==> src/rtl/flu_pkg.sv <==
package flu_pkg;
  localparam int ADDR_W = 3;
  localparam logic [ADDR_W-1:0] A_CMD  = 3'd0;
  localparam logic [ADDR_W-1:0] A_STAT = 3'd1;
  localparam logic [ADDR_W-1:0] A_PAGE = 3'd2;
  localparam logic [ADDR_W-1:0] A_FRQH = 3'd3;
  localparam logic [ADDR_W-1:0] A_FRQL = 3'd4;

  localparam logic [7:0] KEY_A    = 8'h73;
  localparam logic [7:0] KEY_B    = 8'h8C;
  localparam logic [7:0] OP_PAGE  = 8'h95;
  localparam logic [7:0] OP_MASS  = 8'h63;

  typedef enum logic [2:0] {
    SQ_LOCK, SQ_ARMED, SQ_KEY1, SQ_KEY2, SQ_OPEN
  } seq_t;

  function automatic logic [5:0] seq_code(seq_t s);
    case (s)
      SQ_KEY1: seq_code = 6'd1;
      SQ_KEY2: seq_code = 6'd2;
      SQ_OPEN: seq_code = 6'd3;
      default: seq_code = 6'd0;
    endcase
  endfunction
endpackage

==> src/rtl/flu_regs.sv <==
module flu_regs
  import flu_pkg::*;
#(
  parameter int PAGE_W = 7
) (
  input  logic              clk,
  input  logic              rst_n,
  input  logic              wr_en,
  input  logic [ADDR_W-1:0] addr,
  input  logic [7:0]        wdata,
  input  logic [7:0]        stat_byte,
  output logic [7:0]        page_byte,
  output logic              freq_ok,
  output logic [7:0]        rdata
);
  logic [7:0]  page_q;
  logic [15:0] freq_q;
  logic        seen_hi, seen_lo;

  always_ff @(posedge clk or negedge rst_n) begin
    if (!rst_n) begin
      page_q  <= '0;
      freq_q  <= '0;
      seen_hi <= 1'b0;
      seen_lo <= 1'b0;
    end else if (wr_en) begin
      case (addr)
        A_PAGE: begin
          page_q             <= '0;
          page_q[PAGE_W-1:0] <= wdata[PAGE_W-1:0];
          page_q[7]          <= wdata[7];
        end
        A_FRQH: begin freq_q[15:8] <= wdata; seen_hi <= 1'b1; end
        A_FRQL: begin freq_q[7:0]  <= wdata; seen_lo <= 1'b1; end
        default: ;
      endcase
    end
  end

  assign page_byte = page_q;
  assign freq_ok   = seen_hi & seen_lo;

  always_comb begin
    case (addr)
      A_STAT:  rdata = stat_byte;
      A_PAGE:  rdata = page_q;
      A_FRQH:  rdata = freq_q[15:8];
      A_FRQL:  rdata = freq_q[7:0];
      default: rdata = 8'h00;
    endcase
  end
endmodule

==> src/rtl/flu_seq.sv <==
module flu_seq
  import flu_pkg::*;
#(
  parameter int PAGE_W = 7,
  parameter int NSECT  = 8
) (
  input  logic             clk,
  input  logic             rst_n,
  input  logic             cmd_wr,
  input  logic             page_wr,
  input  logic [7:0]       wdata,
  input  logic [NSECT-1:0] prot_mask,
  output seq_t             state,
  output logic             op_page,
  output logic             op_mass
);
  localparam int SECT_W = (NSECT > 1) ? $clog2(NSECT) : 1;

  seq_t       st_q, st_d;
  logic [7:0] first_pg_q;
  logic [SECT_W-1:0] sect;
  logic       protected_pg;

  assign sect         = wdata[PAGE_W-1 -: SECT_W];
  assign protected_pg = prot_mask[sect];

  always_comb begin
    st_d    = st_q;
    op_page = 1'b0;
    op_mass = 1'b0;
    if (cmd_wr) begin
      case (st_q)
        SQ_ARMED: st_d = (wdata == KEY_A) ? SQ_KEY1 : SQ_LOCK;
        SQ_KEY1:  st_d = (wdata == KEY_B) ? SQ_KEY2 : SQ_LOCK;
        SQ_OPEN: begin
          if (wdata == OP_PAGE)      op_page = 1'b1;
          else if (wdata == OP_MASS) op_mass = 1'b1;
          else                       st_d = SQ_LOCK;
        end
        default: st_d = SQ_LOCK;
      endcase
    end else if (page_wr) begin
      case (st_q)
        SQ_LOCK, SQ_ARMED: st_d = SQ_ARMED;
        SQ_KEY2: st_d = ((wdata == first_pg_q) && !protected_pg) ? SQ_OPEN : SQ_LOCK;
        default: st_d = SQ_LOCK;
      endcase
    end
  end

  always_ff @(posedge clk or negedge rst_n) begin
    if (!rst_n) begin
      st_q       <= SQ_LOCK;
      first_pg_q <= '0;
    end else begin
      st_q <= st_d;
      if (page_wr && (st_q == SQ_LOCK || st_q == SQ_ARMED)) first_pg_q <= wdata;
    end
  end

  assign state = st_q;
endmodule

==> src/rtl/flu_strobe.sv <==
module flu_strobe #(
  parameter int PAGE_W      = 7,
  parameter int BUSY_CYCLES = 6
) (
  input  logic              clk,
  input  logic              rst_n,
  input  logic              is_open,
  input  logic              permit,
  input  logic              op_page,
  input  logic              op_mass,
  input  logic [PAGE_W-1:0] page,
  output logic              prog_en,
  output logic              erase_pulse,
  output logic              mass_pulse,
  output logic [PAGE_W-1:0] erase_page,
  output logic              busy
);
  localparam int BW = $clog2(BUSY_CYCLES + 1);
  localparam logic [BW-1:0] BUSY_LOAD = BW'(BUSY_CYCLES);

  logic [BW-1:0] cnt_q;
  logic          go;

  assign busy    = (cnt_q != '0);
  assign go      = is_open & permit & ~busy;
  assign prog_en = go;

  always_ff @(posedge clk or negedge rst_n) begin
    if (!rst_n) begin
      cnt_q       <= '0;
      erase_pulse <= 1'b0;
      mass_pulse  <= 1'b0;
      erase_page  <= '0;
    end else begin
      erase_pulse <= go & op_page;
      mass_pulse  <= go & op_mass;
      if (go & op_page) erase_page <= page;
      if (go & (op_page | op_mass)) cnt_q <= BUSY_LOAD;
      else if (busy)                cnt_q <= cnt_q - 1'b1;
    end
  end
endmodule

==> src/rtl/flash_unlock_ctrl.sv <==
module flash_unlock_ctrl
  import flu_pkg::*;
#(
  parameter int PAGE_W      = 7,
  parameter int NSECT       = 8,
  parameter int BUSY_CYCLES = 6
) (
  input  logic              clk,
  input  logic              rst_n,
  input  logic              wr_en,
  input  logic [2:0]        addr,
  input  logic [7:0]        wdata,
  output logic [7:0]        rdata,
  input  logic [NSECT-1:0]  prot_mask,
  input  logic              wp,
  output logic              prog_en,
  output logic              erase_pulse,
  output logic [PAGE_W-1:0] erase_page,
  output logic              mass_pulse,
  output logic              busy
);
  seq_t       state;
  logic       op_page, op_mass, freq_ok;
  logic [7:0] page_byte, stat_byte;
  logic [5:0] code;

  assign code      = seq_code(state);
  assign stat_byte = {busy, 1'b0, code};

  flu_regs #(.PAGE_W(PAGE_W)) u_regs (
    .clk(clk), .rst_n(rst_n), .wr_en(wr_en), .addr(addr), .wdata(wdata),
    .stat_byte(stat_byte), .page_byte(page_byte), .freq_ok(freq_ok), .rdata(rdata)
  );

  flu_seq #(.PAGE_W(PAGE_W), .NSECT(NSECT)) u_seq (
    .clk(clk), .rst_n(rst_n),
    .cmd_wr(wr_en && addr == A_CMD), .page_wr(wr_en && addr == A_PAGE),
    .wdata(wdata), .prot_mask(prot_mask),
    .state(state), .op_page(op_page), .op_mass(op_mass)
  );

  flu_strobe #(.PAGE_W(PAGE_W), .BUSY_CYCLES(BUSY_CYCLES)) u_strobe (
    .clk(clk), .rst_n(rst_n), .is_open(state == SQ_OPEN),
    .permit(~wp & freq_ok), .op_page(op_page), .op_mass(op_mass),
    .page(page_byte[PAGE_W-1:0]), .prog_en(prog_en),
    .erase_pulse(erase_pulse), .mass_pulse(mass_pulse),
    .erase_page(erase_page), .busy(busy)
  );
endmodule

==> config.mk <==
export PLATFORM = sky130hd
export DESIGN_NAME = flash_unlock_ctrl
export DESIGN_NICKNAME = d
export VERILOG_FILES = /design/src/rtl/flu_pkg.sv /design/src/rtl/flu_regs.sv /design/src/rtl/flu_seq.sv /design/src/rtl/flu_strobe.sv /design/src/rtl/flash_unlock_ctrl.sv
export SDC_FILE = /design/constraint.sdc
export NUM_CORES = 1
export LEC_CHECK = 0
export ABC_AREA = 1
export BUFFER_PORTS_ARGS = -buffer_cell sky130_fd_sc_hd__buf_4
export CAP_MARGIN = 20
export CORE_MARGIN = 2
export CORE_UTILIZATION = 51
export CTS_CLUSTER_SIZE = 20
export DETAILED_ROUTE_END_ITERATION = 6
export GPL_TIMING_DRIVEN = 0
export HOLD_SLACK_MARGIN = 0.08
export PLACE_DENSITY = 0.72
export SLEW_MARGIN = 20
export SYNTH_ARGS = -nofsm -noshare
export SYNTH_HDL_FRONTEND = slang
export SYNTH_SLANG_ARGS = --single-unit
==> constraint.sdc <==
create_clock -name clk -period 1.7 [get_ports clk]
set_clock_uncertainty 0.2 [all_clocks]
set_input_delay 0.085 -clock clk [delete_from_list [all_inputs] [get_ports clk]]
set_output_delay 0.085 -clock clk [all_outputs]
set_load 0.05 [all_outputs]
==> run summary, run 1 <==
The count of unique library cells instantiated by Yosys came out at 24. Detailed placement ended at an HPWL of 4350 µm. After layout, the design draws a total of 2.91 mW.

The final routed wire length divided by cell count is 13.9 µm. In this run the power density over the cells is 824 nW/µm². The DRC violation count after routing came out at 0. Along the worst path, the maximum fanout reaches 4. The critical path is of the reg2out type. The largest total area in the synthesized netlist belongs to sky130_fd_sc_hd__dfrtp_1. The worst pin sits at a relative slew slack of 58.7%. The initial antenna violation count came out at 0. In the final design database the tool counted 445 nets. The count of flip-flops with a built-in enable after synthesis came out at 0.

The final count of negative-setup-slack endpoints came out at 2. The required time reported for the critical path endpoint came out at 1410 ps. Synthesis produced 338 cells. Global routing finished with a remaining overflow of 0. At the pin with the least slew margin, the transition time is 619 ps. In this run the critical register-to-register path is launched from u_seq.state[1]. The shortest clock period the worst path allows after layout came out at 1730 ps. The number of vias per cell came out at 5.08. In this run, post-CTS hold repair placed 18 buffers. Summed over all cells, the static leakage comes to 1.81 nW.

In this run the deepest clock path goes through 2 buffers. In the layout the commonest cells are sky130_fd_sc_hd__nand2_1 (145), sky130_fd_sc_hd__buf_4 (51), sky130_fd_sc_hd__dfrtp_1 (47). The core box area came out at 4790 µm². The number of vias after detailed routing came out at 2480.

The min-delay analysis places its worst path in the category in2reg. The clock latency of the later-clocked register in the worst-skew pair came out at 310 ps. The final count of hold timing violations was 0. The global-route wire length before repair is 10400 µm. The number of clock buffers added by TritonCTS is 5.

The type of origin of the critical path is a register. The total length of routed wires is 6780 µm. The number of cell rows came out at 25. The maximum number of pins on one net before global-route repair came out at 50.

The fmax came out at 579 MHz. The accumulated negative setup slack is -43.8 ps. The smallest hold slack came out at 50.0 ps. The level count of the clock H-tree came out at 2. The share of layout cells above drive strength 1 came out at 27.6%. In this run, the number of DRC markers left after iteration 0 of detailed routing was 224. The post-synthesis async set-or-reset flop share is 100%.

The die footprint came out at 5600 µm². In this run the count of I/O pins placed on the die edge is 42. The root buffer cell is sky130_fd_sc_hd__clkbuf_8. The TritonCTS clock tree is built. The CTS sink count is 49. Setup repair after global routing could not meet its margin everywhere. The number of global-route vias before repair came out at 2167. The average footprint of a synthesized cell came out at 7.57 µm². The worst hold path was traced through 5 stages. Summing every instance area after synthesis gives 2560 µm².

The number of warnings issued by yosys came out at 0. The critical path data arrival time is 1440 ps. The first-pass iteration count of the detailed router came out at 5. The top cell type by area accounts for 47.9% of the synthesized area. For this run, the leading register cell type out of synthesis is sky130_fd_sc_hd__dfrtp_1. The final reports fail on setup timing. The number of register bits inferred by synthesis came out at 49. The final number of max-transition violations was 0. In this run the critical register-to-register path is captured at u_seq.state[0]. The max-cap check violation count is 0. Of the synthesized area, sequential elements account for 47.9%. The ratio of final minimum period to clock period came out at 102%. Yosys attributes the largest share of cell area to sky130_fd_sc_hd__dfrtp_1 (48%), sky130_fd_sc_hd__nand2_1 (22%), sky130_fd_sc_hd__o21ai_0 (5.7%).

The final cell utilization of the core came out at 73.7%. The antenna diode count is 0. The detail route stage leaves a number of antenna-violating nets equal to 0. The number of nets in the synthesized netlist is 363. The clock edge transition at the registers on the reported setup and hold paths is 100 ps. The starting density of the core is 53.5%. The worst min-delay path startpoint is addr[2].

The run finished, with violations left. The signed area change from the synthesized netlist to the final layout is 37.8%. The worst setup path is captured at a primary output. The depth of the worst register-to-register path is 9. The smallest setup slack after layout is -28.4 ps. The path with the worst hold slack has its endpoint at u_seq.first_pg_q[2].

From left edge to right edge, the die measures 74.8 µm. The final weighted congestion in routability-driven placement came out at 0.863. Measured along the y axis, the die boundary spans 74.8 µm. The total routing usage reported by global routing came out at 24.9%. The slack of the worst reg-to-reg path came out at 20 ps.

The leading cell type in the layout, fill and taps excluded is sky130_fd_sc_hd__nand2_1. The worst ir drop on vdd came out at 0.637 mV. The number of input and output port buffers inserted came out at 41.
[flip-flops by register name, indices dropped and copies added, names as in the netlist]
| register | flops |
|---|---|
| u_strobe.erase_page | 7 |
| u_seq.first_pg_q | 8 |
| u_regs.seen_lo | 1 |
| u_seq.state | 3 |
| u_regs.freq_q | 16 |
| u_strobe.erase_pulse | 1 |
| u_regs.page_byte | 8 |
| u_strobe.mass_pulse | 1 |
| u_strobe.cnt_q | 3 |
| u_regs.seen_hi | 1 |
[cell usage after synthesis, types with 2 or more instances]
| library cell | n |
|---|---|
| sky130_fd_sc_hd__nor2_2 | 2 |
| sky130_fd_sc_hd__inv_2 | 5 |
| sky130_fd_sc_hd__ha_1 | 2 |
| sky130_fd_sc_hd__o21ai_0 | 29 |
| sky130_fd_sc_hd__xnor2_1 | 3 |
| sky130_fd_sc_hd__nand4_1 | 5 |
| sky130_fd_sc_hd__dfrtp_1 | 49 |
| sky130_fd_sc_hd__nor3_1 | 4 |
| sky130_fd_sc_hd__nand2_2 | 4 |
| sky130_fd_sc_hd__o21ai_2 | 8 |
| sky130_fd_sc_hd__nor2_1 | 20 |
| sky130_fd_sc_hd__buf_6 | 3 |
| sky130_fd_sc_hd__buf_2 | 2 |
| sky130_fd_sc_hd__nand2_1 | 147 |
| sky130_fd_sc_hd__inv_1 | 30 |
| sky130_fd_sc_hd__nand3_1 | 17 |
[per-layer routing]
metal / global-route usage, % / vias to the layer above / wire [µm]
li1: - / 1226 / -
met1: 34.9 / 1141 / 3020
met2: 39.3 / 101 / 3260
met3: 5.22 / 12 / 427
met4: 7.14 / 0 / 74
met5: 0 / - / 0
[critical path: stages (launching register included)]
cell	delay, ps
sky130_fd_sc_hd__dfrtp_1	430
sky130_fd_sc_hd__inv_2	130
sky130_fd_sc_hd__nand3_4	110
sky130_fd_sc_hd__nand2_1	80
sky130_fd_sc_hd__nand2_1	70
sky130_fd_sc_hd__nand4_1	130
sky130_fd_sc_hd__buf_6	170
[worst max-delay path by stage]
stage,depth (start not counted),endpoint,slack (ps),startpoint
2_1_floorplan,10,u_strobe.cnt_q[1],-160,u_strobe.cnt_q[1]
3_3_place_gp,10,u_strobe.cnt_q[1],90,u_strobe.cnt_q[1]
3_5_place_dp,10,u_strobe.erase_page[3],60,u_strobe.cnt_q[1]
4_1_cts,6,rdata[0],-10,u_seq.state[0]
5_1_grt,6,rdata[1],-80,u_seq.state[2]
6_report,6,rdata[1],-30,u_seq.state[1]
[metrics by stage]
stage,instances,setup WS [ps],area [µm²]
after global routing,488,-80.1,3530
after CTS,477,-11.7,3390
after floorplan,338,-160,2610
after global placement,446,92.3,3010
after detailed placement,446,63.5,3010
final,488,-28.4,3530
[timing repair]
item / 4_1_cts / 5_1_grt
resized for setup: 15 / 16
hold endpoints to repair: 81 / 5
setup endpoints to repair: 4 / 24
buffers inserted: 5 / 11
pin swaps: 5 / 7
[power by group]
group          total [mW]  leakage, nW  switching [mW]  internal (mW)
logic               0.598         1.13           0.348          0.251
registers            1.43        0.625           0.108           1.32
clock network       0.878       0.0603           0.427          0.451
[logic make-up (layout without fill, tap and decap cells)]
kind of cell               Yosys count  after routing  synth area share, %
AOI/OAI and AO/OA                   38             38                 8.70
xor gates and xnor gates             4              4                 1.37
adders and majority gates            2              2                0.978
buffers and inverters               41            124                 7.14
DFF                                 49             49                 47.9
and+or+nand+nor                    204            204                 33.9
[final cells by class]
cell class | count | area, µm²
inverters | 35 | 151
clock buffers | 5 | 68.8
plain buffers | 6 | 55.1
flip-flops and latches | 49 | 1230
well taps | 67 | 83.8
repair buffers | 75 | 637
multi-input cells | 248 | 1250
clock inverters | 3 | 50.0
fillers | 384 | 1260
Power figures use the tool's default switching activity.
==> run 2, diff against run 1 <==
CORE_ASPECT_RATIO = 1.5   (was unset)
==> run summary, run 2 (synthesis gave the netlist of run 1 again) <==
The final count of hold timing violations came out at 0 (unchanged). The remaining global-route overflow is 0 (unchanged). The total of hold buffers inserted after clock tree synthesis came out at 16 (-2).

The tree is rooted in a sky130_fd_sc_hd__clkbuf_8. The shortest clock period the worst path allows after layout came out at 1700 ps (-32.1 ps). The maximum number of pins on one net before global-route repair was 50 (unchanged). STA classifies the critical path startpoint as a register. The smallest setup slack after layout came out at 3.74 ps (+32.1 ps).

The antenna diode count was 0 (unchanged). The I/O pin count is 42 (unchanged). The worst ir drop on vdd came to 0.436 mV (-32%). STA classifies the critical path endpoint as a primary output. The total routing usage reported by global routing came out at 23.9% (-0.94 points). The depth of the worst register-to-register path is 11 (+2). The initial antenna violation count came to 0 (unchanged).

Setup repair after global routing could not meet its margin everywhere. The slack of the worst reg-to-reg path came out at 60 ps (+40 ps). In this design, the largest share of critical-path delay is due to flip-flops. The number of vias after detailed routing came to 2385 (-3.8%). The library cell used most frequently in the layout, excluding fill and tap cells, is sky130_fd_sc_hd__nand2_1.

The die footprint came out at 5610 µm² (+0.21%). The worst flop-to-flop path endpoint is u_strobe.cnt_q[1]. The critical path goes through inv_2 -> nand3_4 -> inv_4 -> o21ai_2 -> nand4_1 -> buf_6. The global-route wire length before repair came out at 10200 µm (-2.4%). The critical path data arrival time was 1410 ps (-30 ps). The number of input and output port buffers inserted came out at 41 (unchanged). The number of nets with antenna violations after detailed routing is 0 (unchanged).

The number of vias per cell is 4.97 (-2.2%). The core box area is 4850 µm² (+1.3%). The final-stage net count came out at 438 (-1.6%). The required time reported for the critical path endpoint is 1410 ps (about the same). More flip-flops sit in one register than any other, and that register is u_regs.freq_q. The max-cap check violation count is 0 (unchanged). The pin slew with the least headroom to its limit is 615 ps (-4.57 ps). The register cell area after layout came to 1230 µm² (-0.10%). The worst hold path terminates at u_seq.state[2]. The ratio of final minimum period to clock period came to 99.8% (-1.9 points). The accumulated negative setup slack is 0 ps (+43.8 ps).

The level count of the clock H-tree is 2 (unchanged). The final weighted congestion in routability-driven placement is 0.842 (-2.4%). The remaining max-slew budget at the tightest pin came out at 59.0% (+0.30 points). The number of global-route vias before repair is 2283 (+5.4%). The width of the chip is 61.8 µm (-17%). The CTS sink count came out at 49 (unchanged).

The tightest min-delay check is of the in2reg type. The largest stage delay on the critical path is 410 ps (-20 ps). The critical path's slowest cell is sky130_fd_sc_hd__dfrtp_1.

The die height is 90.8 µm (+21%). The leakage power of the design is 1.76 nW (-3.1%). The fmax is 590 MHz (+1.9%).

Compared with the post-synthesis result, the final layout area differs by 32.7%. The largest fanout on the critical path came to 4 (unchanged). The number of buffer and inverter instances along the worst setup path is 3 (+1). The half-perimeter wire length after detailed placement came out at 4400 µm (+1.0%).

The final number of max-transition violations came out at 0 (unchanged). The worst hold path cell count was 6 (+1). Leaving out fill and tap cells, the most frequent cells in the layout are sky130_fd_sc_hd__nand2_1 (144), sky130_fd_sc_hd__buf_4 (48), sky130_fd_sc_hd__dfrtp_1 (48). The multi-input combinational cell area came to 1240 µm² (-1.2%).

The maximum count of clock buffers along a single path came out at 2 (unchanged). The clock edge transition at the registers on the reported setup and hold paths came out at 90 ps (about the same). The layout filler cell count is 423 (+10%).

The flip-flop count of the largest register, all copies and words added is 16 (unchanged). The clock latency of the later-clocked register in the worst-skew pair is 310 ps (about the same). The number of violations reported at the end of detailed-routing iteration 0 came out at 117 (-48%). The worst setup path is of the reg2out kind. The final routed wire length divided by cell count was 12.8 µm (-7.8%). The number of cell rows is 31 (+24%). The final cell utilization of the core is 70.0% (-3.7 points).

The DRC violation count after routing came to 0 (unchanged). The total length of routed wires was 6140 µm (-9.3%). The final count of negative-setup-slack endpoints came out at 0 (-2). The starting density of the core was 52.8% (-0.69 points). The share of layout cells above drive strength 1 came out at 26.3% (-1.2 points).

In this run the critical register-to-register path is launched from u_strobe.cnt_q[1]. The run finished with clean final reports. The worst hold path begins at addr[0]. The first-pass iteration count of the detailed router came out at 4 (-1). The minimum setup slack after placement came out at 45.9 ps (-17.6 ps). The cell count along the critical path is 6 (unchanged). The ratio of total power to cell area is 801 nW/µm² (-2.9%). The number of buffers inserted during clock tree synthesis came out at 5 (unchanged).

TritonCTS built the clock tree.
run 2: changes by cell type in the layout (fill, tap and decap cells not counted), moves of 2 or more:
cell and change:
sky130_fd_sc_hd__buf_4 -3, sky130_fd_sc_hd__inv_2 +3, sky130_fd_sc_hd__clkinvlp_4 -2, sky130_fd_sc_hd__dlygate4sd3_1 -2, sky130_fd_sc_hd__inv_6 +2, sky130_fd_sc_hd__inv_8 -2
sky130_fd_sc_hd__nand2_2 +2, sky130_fd_sc_hd__nor2_4 -2
run 2: power by group:
part / switching, mW / total [mW] / internal (mW)
combinational: 0.344 / 0.593 / 0.250
sequential: 0.105 / 1.43 / 1.32
clock: 0.405 / 0.699 / 0.294
run 2: cell type report:
class,instances,share of cell area [%]
repair buffers,68,16.7
well taps,66,2.43
inverters,35,4.09
plain buffers,6,1.62
clock inverters,2,0.405
flip-flops and latches,49,36.2
multi-input cells,248,36.4
clock buffers,6,2.14
run 2: worst register-to-register path: stages (launching register included):
cell                      delay, ps
sky130_fd_sc_hd__dfrtp_1        400
sky130_fd_sc_hd__inv_2           80
sky130_fd_sc_hd__ha_4           150
sky130_fd_sc_hd__nand2_8         70
sky130_fd_sc_hd__inv_6           60
sky130_fd_sc_hd__nand2_4         40
sky130_fd_sc_hd__nor2_4         130
sky130_fd_sc_hd__nand3_2        120
sky130_fd_sc_hd__buf_6          160
sky130_fd_sc_hd__nand3_1         70
sky130_fd_sc_hd__nand2_1         50
sky130_fd_sc_hd__nand2_1         50
run 2: through the flow:
stage	power [mW]	instances	cell area [µm²]	hold WS [ps]
after floorplan	1.77	338	2610	-411
after global placement	1.94	445	3000	-58.5
after detailed placement	1.96	445	3000	-56.1
after CTS	2.71	476	3340	18.9
after global routing	2.87	480	3390	78.5
final	2.72	480	3390	26.2
run 2: worst max-delay path by stage:
stage                      start           endpoint  slack, ps
2_1_floorplan  u_strobe.cnt_q[1]  u_strobe.cnt_q[1]       -160
6_report          u_seq.state[1]           rdata[0]          4
3_3_place_gp   u_strobe.cnt_q[1]  u_strobe.cnt_q[1]         70
3_5_place_dp   u_strobe.cnt_q[1]  u_strobe.cnt_q[1]         50
5_1_grt        u_strobe.cnt_q[0]  u_strobe.cnt_q[1]        -50
4_1_cts           u_seq.state[2]           rdata[1]         -4
run 2: what timing repair did:
| action | 4_1_cts | 5_1_grt |
|---|---|---|
| endpoints found under the hold margin | 82 | 2 |
| setup endpoints to repair | 3 | 20 |
| buffers inserted | 7 | 4 |
| pin swaps | 6 | 6 |
| gates resized for setup | 12 | 10 |
run 2: metal layers:
layer,wire [µm],up-vias,GRT usage (%)
met5,0,-,0
met3,232,11,4.30
met4,138,0,8.33
met2,3330,60,41.7
li1,-,1210,-
met1,2450,1104,28.1
==> run 3, diff against run 2 <==
CORE_UTILIZATION = 25   (was 51)
PLACE_DENSITY = 0.39   (was 0.72)
==> run summary, run 3 (synthesis gave the netlist of run 1 again) <==
The final cell utilization of the core is 35.8% (-34 points). Leaving out fill and tap cells, the most frequent cell in the layout is sky130_fd_sc_hd__nand2_1. The required time reported for the critical path endpoint came out at 1410 ps (about the same). The remaining max-slew budget at the tightest pin is 55.4% (-3.7 points). The die height came to 128 µm (+41%).

The final routed wire length divided by cell count is 13.3 µm (+3.9%). The fraction of power consumed by combinational cells came out at 20.0% (-1.8 points). The worst setup path is launched from a register.

The setup path with the least slack is of type reg2out. On the critical path, the stage with the largest delay is an instance of sky130_fd_sc_hd__dfrtp_1. The final count of negative-setup-slack endpoints is 0 (unchanged). The final count of hold timing violations was 0 (unchanged).

The number of input and output port buffers inserted is 41 (unchanged). The level count of the clock H-tree is 2 (unchanged). The maximum number of pins on one net before global-route repair came out at 50 (unchanged). The width of the chip was 86.6 µm (+40%). The switching portion of total power was 29.1% (-2.3 points). The I/O pin count is 42 (unchanged). The pin slew with the least headroom to its limit came to 670 ps (+55.0 ps). The first-pass iteration count of the detailed router was 5 (+1). Clock tree synthesis selected as its root buffer the cell sky130_fd_sc_hd__clkbuf_16. The maximum count of clock buffers along a single path came to 2 (unchanged). The clock latency of the later-clocked register in the worst-skew pair came to 290 ps (-20 ps). The share of layout cells above drive strength 1 came to 26.4% (+0.037 points). In this run the worst hold path is classified as in2reg. The number of global-route vias before repair came out at 2340 (+2.5%). The fmax came out at 589 MHz (-0.14%). The worst setup path is captured at a primary output. The smallest hold slack was 73.6 ps (+47.4 ps). TritonCTS built the clock tree. The ratio of total power to cell area came to 838 nW/µm² (+4.7%). The switching component of the power came out at 875 µW (+2.5%). The DRC violation count after routing was 0 (unchanged).

The largest stage delay on the critical path is 430 ps (+20 ps). The antenna diode count came out at 0 (unchanged). The CTS sink count is 49 (unchanged).

The number of cell rows came out at 45 (+45%). The filler-free cell count of the finished design came out at 538 (+12%). The starting density of the core is 25.5% (-27 points). Setup repair after global routing could not meet its margin everywhere.

The flip-flop count of the largest register, all copies and words added is 16 (unchanged). The global-route wire length before repair came to 11800 µm (+16%). The number of vias per cell came to 4.39 (-12%). The core box area is 10000 µm² (+110%). The number of violations reported at the end of detailed-routing iteration 0 came to 95 (-19%). The final number of max-transition violations came out at 0 (unchanged).

The total length of routed wires was 7150 µm (+16%). The number of vias after detailed routing is 2364 (-0.88%). The internal cell power came out at 2.13 mW (+14%). The max-cap check violation count is 0 (unchanged). The die footprint is 11100 µm² (+97%). The total routing usage reported by global routing is 13.8% (-10 points). The ratio of final minimum period to clock period came out at 99.9% (+0.14 points).

From synthesis to final layout, the design area changed by 40.2%. The fraction of power consumed by sequential logic is 47.4% (-5.0 points). The number of nets with antenna violations after detailed routing is 0 (unchanged). The critical path data arrival time came out at 1410 ps (about the same). The accumulated negative setup slack was 0 ps (unchanged). The initial antenna violation count is 0 (unchanged). The signal on the critical path passes through buf_4 -> nand3_2 -> nand2_1 -> nand2_1 -> nand4_1 -> buf_6. The final weighted congestion in routability-driven placement is 0.778 (-7.7%). The register with the most flip-flops is u_regs.freq_q. The clock edge transition at the registers on the reported setup and hold paths is 70 ps (-20 ps).

The share of power burned in the clock network came out at 32.6% (+6.9 points). The remaining global-route overflow is 0 (unchanged). The post-placement cell count came out at 496 (+11%). The worst ir drop on vdd is 0.384 mV (-12%). In the layout the commonest cells are sky130_fd_sc_hd__nand2_1 (145), sky130_fd_sc_hd__buf_4 (49), sky130_fd_sc_hd__dfrtp_1 (48). The shortest clock period the worst path allows after layout came out at 1700 ps (+2.44 ps). The number of buffers inserted during clock tree synthesis came to 5 (unchanged).

The half-perimeter wire length after detailed placement was 5280 µm (+20%). In this design, the critical path's most frequently occurring cell is sky130_fd_sc_hd__nand2_1. The layout filler cell count was 1114 (+160%). The flow ran to the end, and the final reports show no timing, DRC or antenna violations.

The final-stage net count came to 445 (+1.6%). The largest fanout on the critical path came out at 3 (-1). The leakage power of the design came to 1.80 nW (+2.6%).
[run 3: changes by cell type in the layout (fill, tap and decap cells not counted), moves of 2 or more]
cell,previous run,this run
sky130_fd_sc_hd__clkbuf_16,0,5
sky130_fd_sc_hd__dlygate4sd3_1,15,21
sky130_fd_sc_hd__clkbuf_8,5,0
sky130_fd_sc_hd__inv_2,11,13
[run 3: power by group through the flow]
stage | Clock [mW] | Combinational, mW | Sequential (mW)
6_report | 0.980 | 0.603 | 1.42
5_1_grt | 1.05 | 0.685 | 1.45
4_1_cts | 1.02 | 0.608 | 1.42
3_5_place_dp | 0 | 0.531 | 1.44
3_3_place_gp | 0 | 0.525 | 1.44
2_1_floorplan | 0 | 0.351 | 1.42
[run 3: worst paths after layout]
kind,endpoint,startpoint,cells past startpoint,slack [ps]
setup / recovery,rdata[1],u_seq.state[0],6,1
hold / removal,u_strobe.erase_pulse,wp,6,70
setup reg to reg,u_strobe.cnt_q[1],u_strobe.cnt_q[1],11,60
hold reg to reg,u_strobe.erase_page[3],u_strobe.erase_page[3],2,270
max in group asynchronous,u_seq.state[2],rst_n,2,660
min in group asynchronous,u_seq.state[0],rst_n,2,160
[run 3: critical path: cells and delay by family, from the launching register on]
family,cells,cell delay [ps]
simple gates,4,360
flops,1,430
buf+inv,2,350
[run 3: per-layer routing]
| metal | global-route usage (%) | share of wire (%) |
|---|---|---|
| met5 | 0 | 0 |
| met4 | 4.69 | 1.6 |
| met1 | 15.7 | 41 |
| met3 | 2.25 | 2.8 |
| met2 | 25.4 | 55 |
[run 3: cell type report]
type / instances / area [µm²] / share of cell area (%)
multi-input cells: 248 / 1250 / 34.8
flip-flops and latches: 49 / 1230 / 34.2
repair buffers: 75 / 634 / 17.7
well taps: 117 / 146 / 4.08
inverters: 35 / 136 / 3.80
clock buffers: 7 / 133 / 3.70
plain buffers: 6 / 55.1 / 1.53
clock inverters: 1 / 7.51 / 0.209
[run 3: through the flow]
stage	worst slack [ps]	area [µm²]	total power [mW]
6_report	1.30	3590	3.01
5_1_grt	-71.1	3590	3.19
4_1_cts	-28.4	3480	3.05
3_5_place_dp	-8.47	3070	1.97
3_3_place_gp	-16.7	3070	1.96
2_1_floorplan	-160	2610	1.77
[run 3: timing repair]
action | CTS | global route
endpoints found under the setup margin | 5 | 23
hold buffers | 20 | 2
pin swaps | 4 | 6
endpoints found under the hold margin | 78 | 3
gates cloned | 0 | 1
setup buffers | 3 | 9
resized for setup | 15 | 12
